[src/rtl/irq_route_pkg.sv]
package irq_route_pkg;

  typedef enum logic [2:0] {
    DM_FIXED   = 3'd0,
    DM_LOWEST  = 3'd1,
    DM_SMI     = 3'd2,
    DM_RSVD    = 3'd3,
    DM_NMI     = 3'd4,
    DM_INIT    = 3'd5,
    DM_STARTUP = 3'd6,
    DM_EXTINT  = 3'd7
  } delivMode_e;

  typedef enum logic [1:0] {
    SH_NONE   = 2'd0,
    SH_SELF   = 2'd1,
    SH_ALL    = 2'd2,
    SH_OTHERS = 2'd3
  } shorthand_e;

  localparam logic [3:0] MODEL_FLAT    = 4'hF;
  localparam logic [3:0] MODEL_CLUSTER = 4'h0;

  // strobes from control to datapath
  typedef struct packed {
    logic load;        // capture a new result this cycle
    logic pickLowest;  // narrow selection to lowest-indexed agent
    logic resyncOnly;  // divert selection to resync strobes
  } routeCtrl_t;

endpackage

[src/rtl/irq_agent_match.sv]
module irq_agent_match
  import irq_route_pkg::*;
#(
  parameter int ID_W = 8
) (
  input  logic [ID_W-1:0] physId,
  input  logic [7:0]      logDest,
  input  logic [3:0]      model,
  input  logic [7:0]      msgDest,
  input  logic [ID_W-1:0] senderId,
  output logic            physHit,
  output logic            logHit,
  output logic            selfHit
);

  logic flatHit;
  logic clusterHit;

  always_comb begin
    physHit    = (physId == msgDest[ID_W-1:0]);
    selfHit    = (physId == senderId);
    flatHit    = |(logDest & msgDest);
    clusterHit = (logDest[7:4] == msgDest[7:4]) && (|(logDest[3:0] & msgDest[3:0]));
    unique case (model)
      MODEL_FLAT:    logHit = flatHit;
      MODEL_CLUSTER: logHit = clusterHit;
      default:       logHit = 1'b0;
    endcase
  end

endmodule

[src/rtl/irq_route_ctrl.sv]
module irq_route_ctrl
  import irq_route_pkg::*;
(
  input  logic       clk,
  input  logic       rstN,
  input  logic       msgValid,
  input  logic [2:0] msgMode,
  input  logic       msgLevel,
  input  logic       msgTrigger,
  output routeCtrl_t ctrl,
  output logic       outValid
);

  delivMode_e mode;

  always_comb begin
    mode            = delivMode_e'(msgMode);
    ctrl.load       = msgValid;
    ctrl.pickLowest = (mode == DM_LOWEST);
    ctrl.resyncOnly = (mode == DM_INIT) && !msgLevel && msgTrigger;
  end

  always_ff @(posedge clk) begin
    if (!rstN) outValid <= 1'b0;
    else       outValid <= msgValid;
  end

endmodule

[src/rtl/irq_route_datapath.sv]
module irq_route_datapath
  import irq_route_pkg::*;
#(
  parameter int NUM_AGENTS = 8,
  parameter int ID_W       = 8
) (
  input  logic                       clk,
  input  logic                       rstN,
  input  routeCtrl_t                 ctrl,
  input  logic [NUM_AGENTS*ID_W-1:0] agentPhysId,
  input  logic [NUM_AGENTS*8-1:0]    agentLogDest,
  input  logic [NUM_AGENTS*4-1:0]    agentModel,
  input  logic [7:0]                 msgDest,
  input  logic                       msgLogical,
  input  logic [1:0]                 msgShorthand,
  input  logic [ID_W-1:0]            senderId,
  output logic [NUM_AGENTS-1:0]      targetMask,
  output logic [NUM_AGENTS-1:0]      singleTarget,
  output logic [NUM_AGENTS-1:0]      resyncMask
);

  typedef logic [NUM_AGENTS-1:0] agentVec_t;

  agentVec_t physHit, logHit, selfHit;
  agentVec_t physSel, destSel, shSel, lowSel;
  agentVec_t nextTarget, nextSingle, nextResync;
  logic      broadcast;

  for (genvar i = 0; i < NUM_AGENTS; i++) begin : g_agent
    irq_agent_match #(.ID_W(ID_W)) u_match (
      .physId  (agentPhysId[i*ID_W +: ID_W]),
      .logDest (agentLogDest[i*8 +: 8]),
      .model   (agentModel[i*4 +: 4]),
      .msgDest (msgDest),
      .senderId(senderId),
      .physHit (physHit[i]),
      .logHit  (logHit[i]),
      .selfHit (selfHit[i])
    );
  end

  always_comb begin
    broadcast = &msgDest;
    physSel   = physHit & (~physHit + agentVec_t'(1));
    if (msgLogical)     destSel = logHit;
    else if (broadcast) destSel = '1;
    else                destSel = physSel;

    unique case (shorthand_e'(msgShorthand))
      SH_NONE:   shSel = destSel;
      SH_SELF:   shSel = selfHit;
      SH_ALL:    shSel = '1;
      SH_OTHERS: shSel = ~selfHit;
      default:   shSel = destSel;
    endcase

    lowSel     = shSel & (~shSel + agentVec_t'(1));
    nextTarget = shSel;
    nextSingle = '0;
    nextResync = '0;
    if (ctrl.resyncOnly) begin
      nextTarget = '0;
      nextResync = shSel;
    end else if (ctrl.pickLowest) begin
      nextTarget = lowSel;
      nextSingle = lowSel;
    end
  end

  always_ff @(posedge clk) begin
    if (!rstN || !ctrl.load) begin
      targetMask   <= '0;
      singleTarget <= '0;
      resyncMask   <= '0;
    end else begin
      targetMask   <= nextTarget;
      singleTarget <= nextSingle;
      resyncMask   <= nextResync;
    end
  end

endmodule

[src/rtl/intr_dest_resolver.sv]
module intr_dest_resolver
  import irq_route_pkg::*;
#(
  parameter int NUM_AGENTS = 8,
  parameter int ID_W       = 8
) (
  input  logic                       clk,
  input  logic                       rstN,
  input  logic [NUM_AGENTS*ID_W-1:0] agentPhysId,
  input  logic [NUM_AGENTS*8-1:0]    agentLogDest,
  input  logic [NUM_AGENTS*4-1:0]    agentModel,
  input  logic                       msgValid,
  input  logic [7:0]                 msgDest,
  input  logic                       msgLogical,
  input  logic [1:0]                 msgShorthand,
  input  logic [ID_W-1:0]            senderId,
  input  logic [2:0]                 msgMode,
  input  logic                       msgLevel,
  input  logic                       msgTrigger,
  output logic                       outValid,
  output logic [NUM_AGENTS-1:0]      targetMask,
  output logic [NUM_AGENTS-1:0]      singleTarget,
  output logic [NUM_AGENTS-1:0]      resyncMask
);

  routeCtrl_t ctrl;

  irq_route_ctrl u_ctrl (
    .clk       (clk),
    .rstN      (rstN),
    .msgValid  (msgValid),
    .msgMode   (msgMode),
    .msgLevel  (msgLevel),
    .msgTrigger(msgTrigger),
    .ctrl      (ctrl),
    .outValid  (outValid)
  );

  irq_route_datapath #(.NUM_AGENTS(NUM_AGENTS), .ID_W(ID_W)) u_dp (
    .clk         (clk),
    .rstN        (rstN),
    .ctrl        (ctrl),
    .agentPhysId (agentPhysId),
    .agentLogDest(agentLogDest),
    .agentModel  (agentModel),
    .msgDest     (msgDest),
    .msgLogical  (msgLogical),
    .msgShorthand(msgShorthand),
    .senderId    (senderId),
    .targetMask  (targetMask),
    .singleTarget(singleTarget),
    .resyncMask  (resyncMask)
  );

endmodule

[config.mk]
export PLATFORM = sky130hd
export DESIGN_NAME = intr_dest_resolver
export DESIGN_NICKNAME = d
export VERILOG_FILES = /design/src/rtl/irq_route_pkg.sv /design/src/rtl/irq_agent_match.sv /design/src/rtl/irq_route_ctrl.sv /design/src/rtl/irq_route_datapath.sv /design/src/rtl/intr_dest_resolver.sv
export SDC_FILE = /design/constraint.sdc
export NUM_CORES = 1
export LEC_CHECK = 0
export BUFFER_PORTS_ARGS = -buffer_cell sky130_fd_sc_hd__buf_4
export CAP_MARGIN = 25
export CORE_ASPECT_RATIO = 2
export CORE_MARGIN = 2
export CORE_UTILIZATION = 30
export CTS_CLUSTER_DIAMETER = 120
export DETAILED_ROUTE_END_ITERATION = 16
export PLACE_DENSITY_LB_ADDON = 0.3
export SYNTH_ARGS = -nofsm -noshare
export SYNTH_HDL_FRONTEND = slang
export SYNTH_SLANG_ARGS = --single-unit
[constraint.sdc]
create_clock -name clk -period 2.4 [get_ports clk]
set_input_delay 0.12 -clock clk [delete_from_list [all_inputs] [get_ports clk]]
set_output_delay 0.12 -clock clk [all_outputs]
set_load 0.005 [all_outputs]
; Word-level counts from Yosys, hierarchy flattened
; Index checks and enable logic that the tools add are counted.
; W data, S select, Z words.
[classes]
mux = 12
n_bitwise = 23
addsub = 2
eq_ne = 37
n_reduce_logical = 43
[ops]
columns = operator, count
row1 = $eq A8 B8 Y1, 16
row2 = $and A8 B8 Y8, 10
row3 = $reduce_or A8 Y1, 8
row4 = $and A4 B4 Y4, 8
row5 = $eq A4 B4 Y1, 8
row6 = $eq A4 B4 Y1 const B, 8
row7 = $logic_not A4 Y1, 8
row8 = $pmux W8 S4, 1
row9 = $reduce_or A4 Y1, 8
row10 = $mux W8, 3
row11 = $not A8 Y8, 3
row12 = $add A8 B1 Y8 const B, 2
row13 = $pmux W1 S2, 8
row14 = $logic_and A1 B1 Y1, 10
row15 = $reduce_and A8 Y1, 1
row16 = $eq A2 B2 Y1 const B, 2
row17 = $reduce_or A2 Y1, 2
row18 = $eq A3 B1 Y1 const B, 1
row19 = $eq A3 B3 Y1 const B, 1
row20 = $logic_not A1 Y1, 3
row21 = $reduce_or A3 Y1, 1
row22 = $eq A2 B1 Y1 const B, 1
row23 = $logic_not A2 Y1, 1
row24 = $not A1 Y1, 2
row25 = $logic_or A1 B1 Y1, 1
[totals]
in_bits = 187
register_bits = 25

; Logic depth before layout (Yosys ltp)
; Gate-level depths: netlist (run 1).
[logic_depth]
word_depth = 11
depth_mapped = 9
mapped_depth_nobuf = 8

; By module
; From an unflattened synthesis (run 1), not the netlist that was laid out.
[unflattened]
hier_cells = 410
area_unflattened_um2 = 3504.6
[modules_own_cells]
columns = module, area_per_inst_um2, cells_each, instances
row1 = irq_agent_match, 281.5, 35, 8
row2 = irq_route_datapath, 1187.4, 123, 1
row3 = irq_route_ctrl, 65.1, 7, 1

; Worst setup path before layout (run 1)
; No wires, ideal clock.
[synth_path]
path_type = input -> register
from = in agentLogDest[45]
to = reg u_dp.targetMask[7]
arrival_ps = 1820
path_slack_ps = 451
required_ps = 2271
cell_stages = 8
path_cell_list = ha_1 > or4_1 > o21ai_1 > a21oi_1 > nand2b_1 > o311a_1 > nand2_1 > o41ai_2
[synth_between]
elab_chain_len = 9
elab_cells_between_ends = 11
classes_between = add/sub: 1 / eq/ne: 1 / mux: 4 / bitwise: 3 / reduce/logical: 2
[synth_rtl]
columns = item, line
row1 = "start, declared", intr_dest_resolver.sv:10  ; input logic [NUM_AGENTS*8-1:0] agentLogDest,
row2 = $and A8 B8 Y8 or $eq A4 B4 Y1 (tied branches), "irq_agent_match.sv:22, irq_agent_match.sv:23"
row3 = $reduce_or A8 Y1 or $logic_and A1 B1 Y1 (tied branches), "irq_agent_match.sv:22, irq_agent_match.sv:23"
row4 = $pmux W1 S2 (*), irq_agent_match.sv:24  ; unique case (model)
row5 = $mux W8 (*), irq_route_datapath.sv:45  ; if (msgLogical) destSel = logHit;
row6 = $pmux W8 S4 (*), irq_route_datapath.sv:49  ; unique case (shorthand_e'(msgShorthand))
row7 = $not A8 Y8 (*), irq_route_datapath.sv:57  ; lowSel = shSel & (~shSel + agentVec_t'(1));
row8 = $add A8 B1 Y8 (*), irq_route_datapath.sv:57
row9 = $and A8 B8 Y8 (*), irq_route_datapath.sv:57
row10 = $mux W8 (*), irq_route_datapath.sv:64  ; end else if (ctrl.pickLowest) begin
row11 = "end signal, assigned", irq_route_datapath.sv:76  ; targetMask <= nextTarget;
row12 = "end, declared", irq_route_datapath.sv:17  ; output logic [NUM_AGENTS-1:0] targetMask,
; Every way passes the cells marked *; elsewhere a longest branch is shown, timed or not.
; A chain may end at the register's enable or synchronous reset.

; Final worst setup path (run 1)
[layout_path]
from = in msgDest[5]
to = reg u_dp.singleTarget[7]
[layout_between]
elab_chain_len = 10
elab_cells_between_ends = 58
classes_between = add/sub: 2 / eq/ne: 16 / mux: 11 / bitwise: 12 / reduce/logical: 17
[layout_rtl]
columns = item, line
row1 = "start, declared", intr_dest_resolver.sv:13  ; input logic [7:0] msgDest,
row2 = $eq A8 B8 Y1, irq_agent_match.sv:20  ; physHit = (physId == msgDest[ID_W-1:0]);
row3 = $not A8 Y8, irq_route_datapath.sv:44  ; physSel = physHit & (~physHit + agentVec_t'(1));
row4 = $add A8 B1 Y8, irq_route_datapath.sv:44
row5 = $and A8 B8 Y8, irq_route_datapath.sv:44
row6 = $mux W8, irq_route_datapath.sv:46  ; else if (broadcast) destSel = '1;
row7 = $mux W8 (*), irq_route_datapath.sv:45
row8 = $pmux W8 S4 (*), irq_route_datapath.sv:49
row9 = $not A8 Y8, irq_route_datapath.sv:57
row10 = $add A8 B1 Y8, irq_route_datapath.sv:57
row11 = $and A8 B8 Y8 (*), irq_route_datapath.sv:57
row12 = "end signal, assigned", irq_route_datapath.sv:77  ; singleTarget <= nextSingle;
row13 = "end, declared", irq_route_datapath.sv:18  ; output logic [NUM_AGENTS-1:0] singleTarget,
; Marked as above.

==> impl_table.tex, run 1 <==
\begin{tabular}{lr}
\hline
Metric & Value \\
\hline
\multicolumn{2}{l}{\textbf{CTS}} \\
Reg clk slew, reported paths & 0.06 ns \\
Sinks on the clock net & 25 \\
Number of buffers between clock root and the deepest sink & 2 \\
Clock Root Buffer & sky130\_fd\_sc\_hd\_\_clkbuf\_16 \\
Post-cts hold buffer count & 0 \\
Number of buffers created by CTS & 3 \\
Cts repair resizes & 0 \\
TritonCTS clock tree & built \\
Total number of H-tree levels & 1 \\
Number of setup buffers added after CTS & 0 \\
\multicolumn{2}{l}{\textbf{Power and ir drop}} \\
PD cells & 296 nW/um\^{}2 \\
Portion of total power attributed to sequential cells & 0.262 \\
Total internal power & 1080 uW \\
Share of power burned in the clock network & 0.223 \\
Worst IR Drop VDD & 0.367 mV \\
Leakage component of the power & 0.00239 uW \\
Combinational fraction of design power & 0.514 \\
Share of total power consumed by net switching & 0.338 \\
Sw power & 548 uW \\
\multicolumn{2}{l}{\textbf{Routing}} \\
Final routed DRC violation total & 0 \\
Aggregate routed wire length & 15.7 mm \\
Vias & 4,274 \\
Per-cell via count in the routed design & 5.44 \\
Drt initial violations & 208 \\
First-pass DRT Iterations & 4 \\
Average wire per cell in the routed design & 20.0 um \\
Antenna violation net count after detailed routing & 0 \\
\multicolumn{2}{l}{\textbf{Die}} \\
Die Span X & 82.5 um \\
Die area & 13,300 um\^{}2 \\
Placeable core area & 12,100 um\^{}2 \\
Number of ports placed on the die boundary & 212 \\
Row count & 57 \\
Height of the die & 161 um \\
Initial cell density of the core & 0.306 \\
\multicolumn{2}{l}{\textbf{Global routing}} \\
Largest net degree at the start of global routing & 18 \\
Fraction of met3 tracks used by global routing & 0.0247 \\
Wire length of the first global-routing pass & 23.9 mm \\
Grt total ovfl & 0 \\
Met2 Track Usage GR & 0.465 \\
Initial antenna violation count & 0 \\
Global route hottest layer & met2 \\
Via count of the first global-routing pass & 4,758 \\
Total routing usage reported by global routing & 0.239 \\
Met1 routing resource usage after global routing & 0.222 \\
\multicolumn{2}{l}{\textbf{Worst hold path}} \\
Hold-critical path endpoint & u\_ctrl.outValid \\
Worst Hold Launch & msgValid \\
Worst min-delay path category & input pin to flip-flop \\
Hold Path Stages & 2 \\
\multicolumn{2}{l}{\textbf{Run}} \\
Count of max-cap constraint violations & 0 \\
\multicolumn{2}{l}{\textbf{Synth}} \\
Post-synthesis net count & 653 \\
Cell area after synthesis & 3690 um\^{}2 \\
Number of library cell types mapped by synthesis & 57 \\
Synthesized instance count & 434 \\
Average instance area after synthesis & 8.51 um\^{}2 \\
Top cells by area, synth & sky130\_fd\_sc\_hd\_\_xnor2\_1 16\%, sky130\_fd\_sc\_hd\_\_xor2\_1 16\%, sky130\_fd\_sc\_hd\_\_dfxtp\_1 14\% \\
Number of register bits inferred by synthesis & 25 \\
Number of synthesized flops with an enable pin & 0 \\
Most instantiated flip-flop cell in the synthesis netlist & sky130\_fd\_sc\_hd\_\_dfxtp\_1 \\
Post-synth top area share & 0.159 \\
Proportion of synthesized chip area in sequential cells & 0.136 \\
Area leader, netlist & sky130\_fd\_sc\_hd\_\_xnor2\_1 \\
Async set-reset flop share out of synthesis & 0 \\
Count of synthesis-stage warnings from yosys & 0 \\
\multicolumn{2}{l}{\textbf{Timing}} \\
Tightest slew margin relative to the limit & 0.611 \\
Setup\_tns & 0 ns \\
Final worst slack & 0.300 ns \\
Final worst-path cycle share & 0.875 \\
Highest attainable clock frequency & 476 MHz \\
Actual slew at the worst max-slew pin & 0.578 ns \\
Unrepaired setup endpoints after global routing & no \\
Endpoints failing hold & 0 \\
Final setup violation count & 0 \\
Pins Over Slew Limit & 0 \\
Shortest period the worst path allows & 2.10 ns \\
\multicolumn{2}{l}{\textbf{Finish}} \\
Layout area overhead & 48.7\% \\
Commonest non-fill, non-tap cells in the layout & 225 x sky130\_fd\_sc\_hd\_\_buf\_4, 67 x sky130\_fd\_sc\_hd\_\_xnor2\_1, 67 x sky130\_fd\_sc\_hd\_\_xor2\_1, 32 x sky130\_fd\_sc\_hd\_\_ha\_1, 29 x sky130\_fd\_sc\_hd\_\_nor4\_1 \\
Most frequent standard cell in the layout excluding fill and tap cells & sky130\_fd\_sc\_hd\_\_buf\_4 \\
Ratio of cells with drive above 1 in the final layout & 0.379 \\
Final-stage net count & 859 \\
Count of inserted antenna diode cells & 0 \\
\multicolumn{2}{l}{\textbf{Setup path}} \\
Critical path capture point type & flip-flop \\
Required time reported for the critical path endpoint & 2.53 ns \\
WP data arrival & 2.23 ns \\
Kind of launch point of the worst setup path & input pin \\
Type of the worst setup path & input pin to flip-flop \\
Largest fanout on the critical path & 10 \\
\multicolumn{2}{l}{\textbf{Placed design}} \\
Setup WS pre-CTS & 0.0145 ns \\
Final weighted congestion of routability-driven global placement & 0.946 \\
Port bufs & 211 \\
Post-detailed-placement half-perimeter wirelength & 13.5 mm \\
\multicolumn{2}{l}{\textbf{Outcome}} \\
Status & complete, no violations \\
\hline
\end{tabular}
==> worst max-delay path, stage by stage <==
cell,delay [ns]
sky130_fd_sc_hd__buf_4,0.18
sky130_fd_sc_hd__ha_1,0.29
sky130_fd_sc_hd__nor4_1,0.26
sky130_fd_sc_hd__a21boi_0,0.12
sky130_fd_sc_hd__o221ai_1,0.38
sky130_fd_sc_hd__a31oi_1,0.19
sky130_fd_sc_hd__a31oi_4,0.27
sky130_fd_sc_hd__and4bb_1,0.26
sky130_fd_sc_hd__nor4b_2,0.16
==> power groups by stage <==
stage / clock [uW] / combinational [uW] / sequential, uW
2_1_floorplan: 0 / 410 / 436
3_3_place_gp: 0 / 815 / 435
3_5_place_dp: 0 / 832 / 435
4_1_cts: 367 / 836 / 426
5_1_grt: 379 / 908 / 426
6_report: 363 / 836 / 426
==> area by class of cell <==
class	instances	area [um^2]
Clock buffer	3	75.1
Clock inverter	1	5.00
Fill cell	1210	6560
Inverter	3	11.3
Multi-Input combinational cell	382	3030
Sequential cell	25	500
Tap cell	147	184
Timing Repair Buffer	225	1690
==> registers in the layout, summed over array words and instances (netlist names) <==
name / flops
u_ctrl.outValid: 1
u_dp.resyncMask: 8
u_dp.singleTarget: 8
u_dp.targetMask: 8
==> layer usage <==
layer | part of all wire | vias up
met4 | 0.061 | 0
met2 | 0.56 | 206
li1 | - | 2024
met3 | 0.058 | 68
met5 | 0 | -
met1 | 0.32 | 1976
==> through the flow <==
stage / instances / hold slack [ns] / total power (uW) / cell area (um^2) / utilization
final: 786 / 0.175 / 1620 / 5490 / 0.456
after CTS: 786 / 0.181 / 1630 / 5490 / 0.456
after floorplan: 434 / 0.389 / 846 / 3690 / -
after global placement: 782 / 0.433 / 1250 / 5410 / 0.449
after detailed placement: 782 / 0.432 / 1270 / 5410 / 0.449
after global routing: 786 / 0.217 / 1710 / 5490 / 0.456
==> synthesized netlist by cell type (2+ instances only) <==
master	count
sky130_fd_sc_hd__o31a_1	3
sky130_fd_sc_hd__o21a_1	2
sky130_fd_sc_hd__o221ai_1	2
sky130_fd_sc_hd__and2_1	3
sky130_fd_sc_hd__and4_1	3
sky130_fd_sc_hd__a21oi_1	4
sky130_fd_sc_hd__a21boi_0	3
sky130_fd_sc_hd__a211oi_1	4
sky130_fd_sc_hd__nand2b_1	3
sky130_fd_sc_hd__a31oi_1	4
sky130_fd_sc_hd__nor4_1	29
sky130_fd_sc_hd__nor3_1	11
sky130_fd_sc_hd__xnor2_1	67
sky130_fd_sc_hd__buf_2	12
sky130_fd_sc_hd__a31oi_4	3
sky130_fd_sc_hd__buf_4	3
sky130_fd_sc_hd__nor4_4	2
sky130_fd_sc_hd__a22o_1	4
sky130_fd_sc_hd__nand3_1	11
sky130_fd_sc_hd__inv_1	3
sky130_fd_sc_hd__nor2_1	15
sky130_fd_sc_hd__o211ai_1	3
sky130_fd_sc_hd__buf_6	5
sky130_fd_sc_hd__or4_1	5
sky130_fd_sc_hd__a22oi_1	10
sky130_fd_sc_hd__dfxtp_1	25
sky130_fd_sc_hd__a221oi_1	3
sky130_fd_sc_hd__o21ai_1	3
sky130_fd_sc_hd__nor4_2	2
sky130_fd_sc_hd__clkbuf_1	4
sky130_fd_sc_hd__a41o_1	2
sky130_fd_sc_hd__nand4_1	27
sky130_fd_sc_hd__ha_1	32
sky130_fd_sc_hd__o21ai_0	8
sky130_fd_sc_hd__nand2_1	22
sky130_fd_sc_hd__xor2_1	67
sky130_fd_sc_hd__nor2b_1	4
sky130_fd_sc_hd__or2_2	2
==> worst max-delay path by stage <==
stage,start,endpoint,slack [ns],cells after the start
after floorplan,agentLogDest[45],u_dp.targetMask[7],0.45,8
after global placement,msgDest[5],u_dp.singleTarget[7],0.1,9
after detailed placement,msgDest[5],u_dp.singleTarget[7],0.01,9
after CTS,msgDest[5],u_dp.singleTarget[7],0.28,9
after global routing,msgDest[5],u_dp.singleTarget[7],0.17,9
final,msgDest[5],u_dp.singleTarget[7],0.30,9
==> cells by family (layout without fill, tap and decap cells) <==
logic type	Yosys count	count (layout)	share of synthesized area
AO/OA/AOI/OAI	68	68	0.150
XOR/XNOR	134	134	0.318
adder cells (fa/ha/maj)	32	32	0.108
buffers and inverters	27	232	0.0447
flip-flops	25	25	0.136
AND/OR/NAND/NOR	148	148	0.244
No activity file was read; power rests on OpenSTA's default activity.
==> run 2, diff against run 1 <==
BUFFER_PORTS_ARGS = -buffer_cell sky130_fd_sc_hd__clkbuf_2   (was -buffer_cell sky130_fd_sc_hd__buf_4)
==> impl_table.tex, run 2 (synthesized netlist as in run 1, its figures left out) <==
\begin{tabular}{lr}
\hline
Metric & Value \\
\hline
\multicolumn{2}{l}{\textbf{Finish}} \\
Ratio of cells with drive above 1 in the final layout & 0.389 \\
Final core utilization & 0.419 \\
Commonest non-fill, non-tap cells in the layout & 211 x sky130\_fd\_sc\_hd\_\_clkbuf\_2, 67 x sky130\_fd\_sc\_hd\_\_xnor2\_1, 67 x sky130\_fd\_sc\_hd\_\_xor2\_1, 32 x sky130\_fd\_sc\_hd\_\_ha\_1, 29 x sky130\_fd\_sc\_hd\_\_nor4\_1 \\
Count of inserted antenna diode cells & 0 \\
Non-filler instance count after layout & 798 \\
Most frequent standard cell in the layout excluding fill and tap cells & sky130\_fd\_sc\_hd\_\_clkbuf\_2 \\
Layout area overhead & 36.8\% \\
Sequential cell area & 500 um\^{}2 \\
Final-stage net count & 871 \\
Area taken by multi-input logic gates & 3030 um\^{}2 \\
Fillers & 1,232 \\
Registers with the most flip-flops & u\_dp.resyncMask x8, u\_dp.singleTarget x8, u\_dp.targetMask x8 \\
Post-route cell area & 5050 um\^{}2 \\
\multicolumn{2}{l}{\textbf{Placed design}} \\
\# placed instances & 794 \\
Port bufs & 211 \\
Post-placement cell area & 4970 um\^{}2 \\
Final weighted congestion of routability-driven global placement & 0.916 \\
Post-detailed-placement half-perimeter wirelength & 13.3 mm \\
\multicolumn{2}{l}{\textbf{Setup path}} \\
Longest individual stage delay on the worst path & 0.41 ns \\
Required time reported for the critical path endpoint & 2.56 ns \\
Critical-path cell with the highest stage delay & sky130\_fd\_sc\_hd\_\_nor4\_2 \\
Critical path capture point type & flip-flop \\
Type of the worst setup path & input pin to flip-flop \\
CP cell instances & clkbuf\_2 -> buf\_4 -> xor2\_1 -> nor4\_2 -> nand2\_1 -> a41o\_1 -> a31oi\_4 -> nand3b\_4 -> o41ai\_2 \\
Kind of launch point of the worst setup path & input pin \\
WP data arrival & 2.30 ns \\
Largest fanout on the critical path & 8 \\
\multicolumn{2}{l}{\textbf{Routing}} \\
Final routed DRC violation total & 0 \\
Antenna violation net count after detailed routing & 0 \\
Drt initial violations & 155 \\
Per-cell via count in the routed design & 5.39 \\
First-pass DRT Iterations & 4 \\
Average wire per cell in the routed design & 19.0 um \\
Vias & 4,298 \\
Aggregate routed wire length & 15.1 mm \\
\multicolumn{2}{l}{\textbf{Power and ir drop}} \\
Portion of total power attributed to sequential cells & 0.276 \\
PD cells & 305 nW/um\^{}2 \\
Share of power burned in the clock network & 0.234 \\
Leakage component of the power & 0.00230 uW \\
Sw power & 544 uW \\
Share of total power consumed by net switching & 0.352 \\
Combinational fraction of design power & 0.490 \\
Final total power & 1540 uW \\
Total internal power & 999 uW \\
Worst IR Drop VDD & 0.443 mV \\
\multicolumn{2}{l}{\textbf{CTS}} \\
TritonCTS clock tree & built \\
Number of setup buffers added after CTS & 0 \\
Number of buffers between clock root and the deepest sink & 2 \\
Number of buffers created by CTS & 3 \\
Total number of H-tree levels & 1 \\
Sinks on the clock net & 25 \\
Post-cts hold buffer count & 0 \\
Reg clk slew, reported paths & 0.06 ns \\
Clock Root Buffer & sky130\_fd\_sc\_hd\_\_clkbuf\_16 \\
Cts repair resizes & 0 \\
\multicolumn{2}{l}{\textbf{Timing}} \\
Endpoints failing hold & 0 \\
Final worst-path cycle share & 0.888 \\
Unrepaired setup endpoints after global routing & no \\
Tightest slew margin relative to the limit & 0.677 \\
Pins Over Slew Limit & 0 \\
Highest attainable clock frequency & 469 MHz \\
Actual slew at the worst max-slew pin & 0.481 ns \\
Final setup violation count & 0 \\
Setup\_tns & 0 ns \\
Shortest period the worst path allows & 2.13 ns \\
\multicolumn{2}{l}{\textbf{Die}} \\
Number of ports placed on the die boundary & 212 \\
Placeable core area & 12,100 um\^{}2 \\
Die area & 13,300 um\^{}2 \\
Die Span X & 82.5 um \\
Row count & 57 \\
Height of the die & 161 um \\
Initial cell density of the core & 0.306 \\
\multicolumn{2}{l}{\textbf{Global routing}} \\
Total routing usage reported by global routing & 0.231 \\
Initial antenna violation count & 0 \\
Largest net degree at the start of global routing & 14 \\
Grt total ovfl & 0 \\
Wire length of the first global-routing pass & 23.0 mm \\
Via count of the first global-routing pass & 4,538 \\
\multicolumn{2}{l}{\textbf{Worst hold path}} \\
Hold Path Stages & 2 \\
Worst min-delay path category & input pin to flip-flop \\
\multicolumn{2}{l}{\textbf{Outcome}} \\
Status & complete, no violations \\
\multicolumn{2}{l}{\textbf{Run}} \\
Count of max-cap constraint violations & 0 \\
\hline
\end{tabular}
## run 2: changes by cell type in the layout (fill, tap and decap cells not counted), sizes merged
cell | before | now
clkinv | 1 | 0
buf | 225 | 26
clkbuf | 3 | 215
## run 2: layer usage
metal | vias to the layer above | track usage | part of all wire
met1 | 1987 | 0.223 | 0.33
met4 | 0 | 0.114 | 0.053
met3 | 52 | 0.0213 | 0.055
met5 | - | 0 | 0
met2 | 206 | 0.452 | 0.57
li1 | 2053 | - | -
## run 2: area by class of cell
cell class / count / share of cell area
clock buffers: 4 / 0.0156
well taps: 147 / 0.0364
multi-input cells: 382 / 0.599
repair buffers: 237 / 0.248
inverters: 3 / 0.00223
flip-flops and latches: 25 / 0.0990
## run 2: path summary, 6_finish.rpt
kind	from	endpoint	slack, ns
setup / recovery	msgDest[7]	u_dp.targetMask[7]	0.27
hold / removal	msgValid	u_ctrl.outValid	0.18
## run 2: metrics by stage
stage | hold slack (ns) | worst slack [ns]
floorplan | 0.389 | 0.451
global placement | 0.433 | 0.102
detailed placement | 0.444 | -0.00669
CTS | 0.181 | 0.261
global route | 0.194 | 0.152
finish | 0.179 | 0.268
## run 2: power groups by stage
| stage | clock, uW | combinational [uW] | sequential (uW) |
|---|---|---|---|
| final | 360 | 756 | 426 |
| after global routing | 384 | 826 | 426 |
| after CTS | 365 | 757 | 426 |
| after detailed placement | 0 | 754 | 435 |
| after global placement | 0 | 737 | 435 |
| after floorplan | 0 | 410 | 436 |
## run 2: worst max-delay path: cells and delay by family
family          cells  cell delay [ns]
compound gates      3             0.86
xor+xnor            1             0.17
buf+inv             2             0.42
simple gates        3             0.71
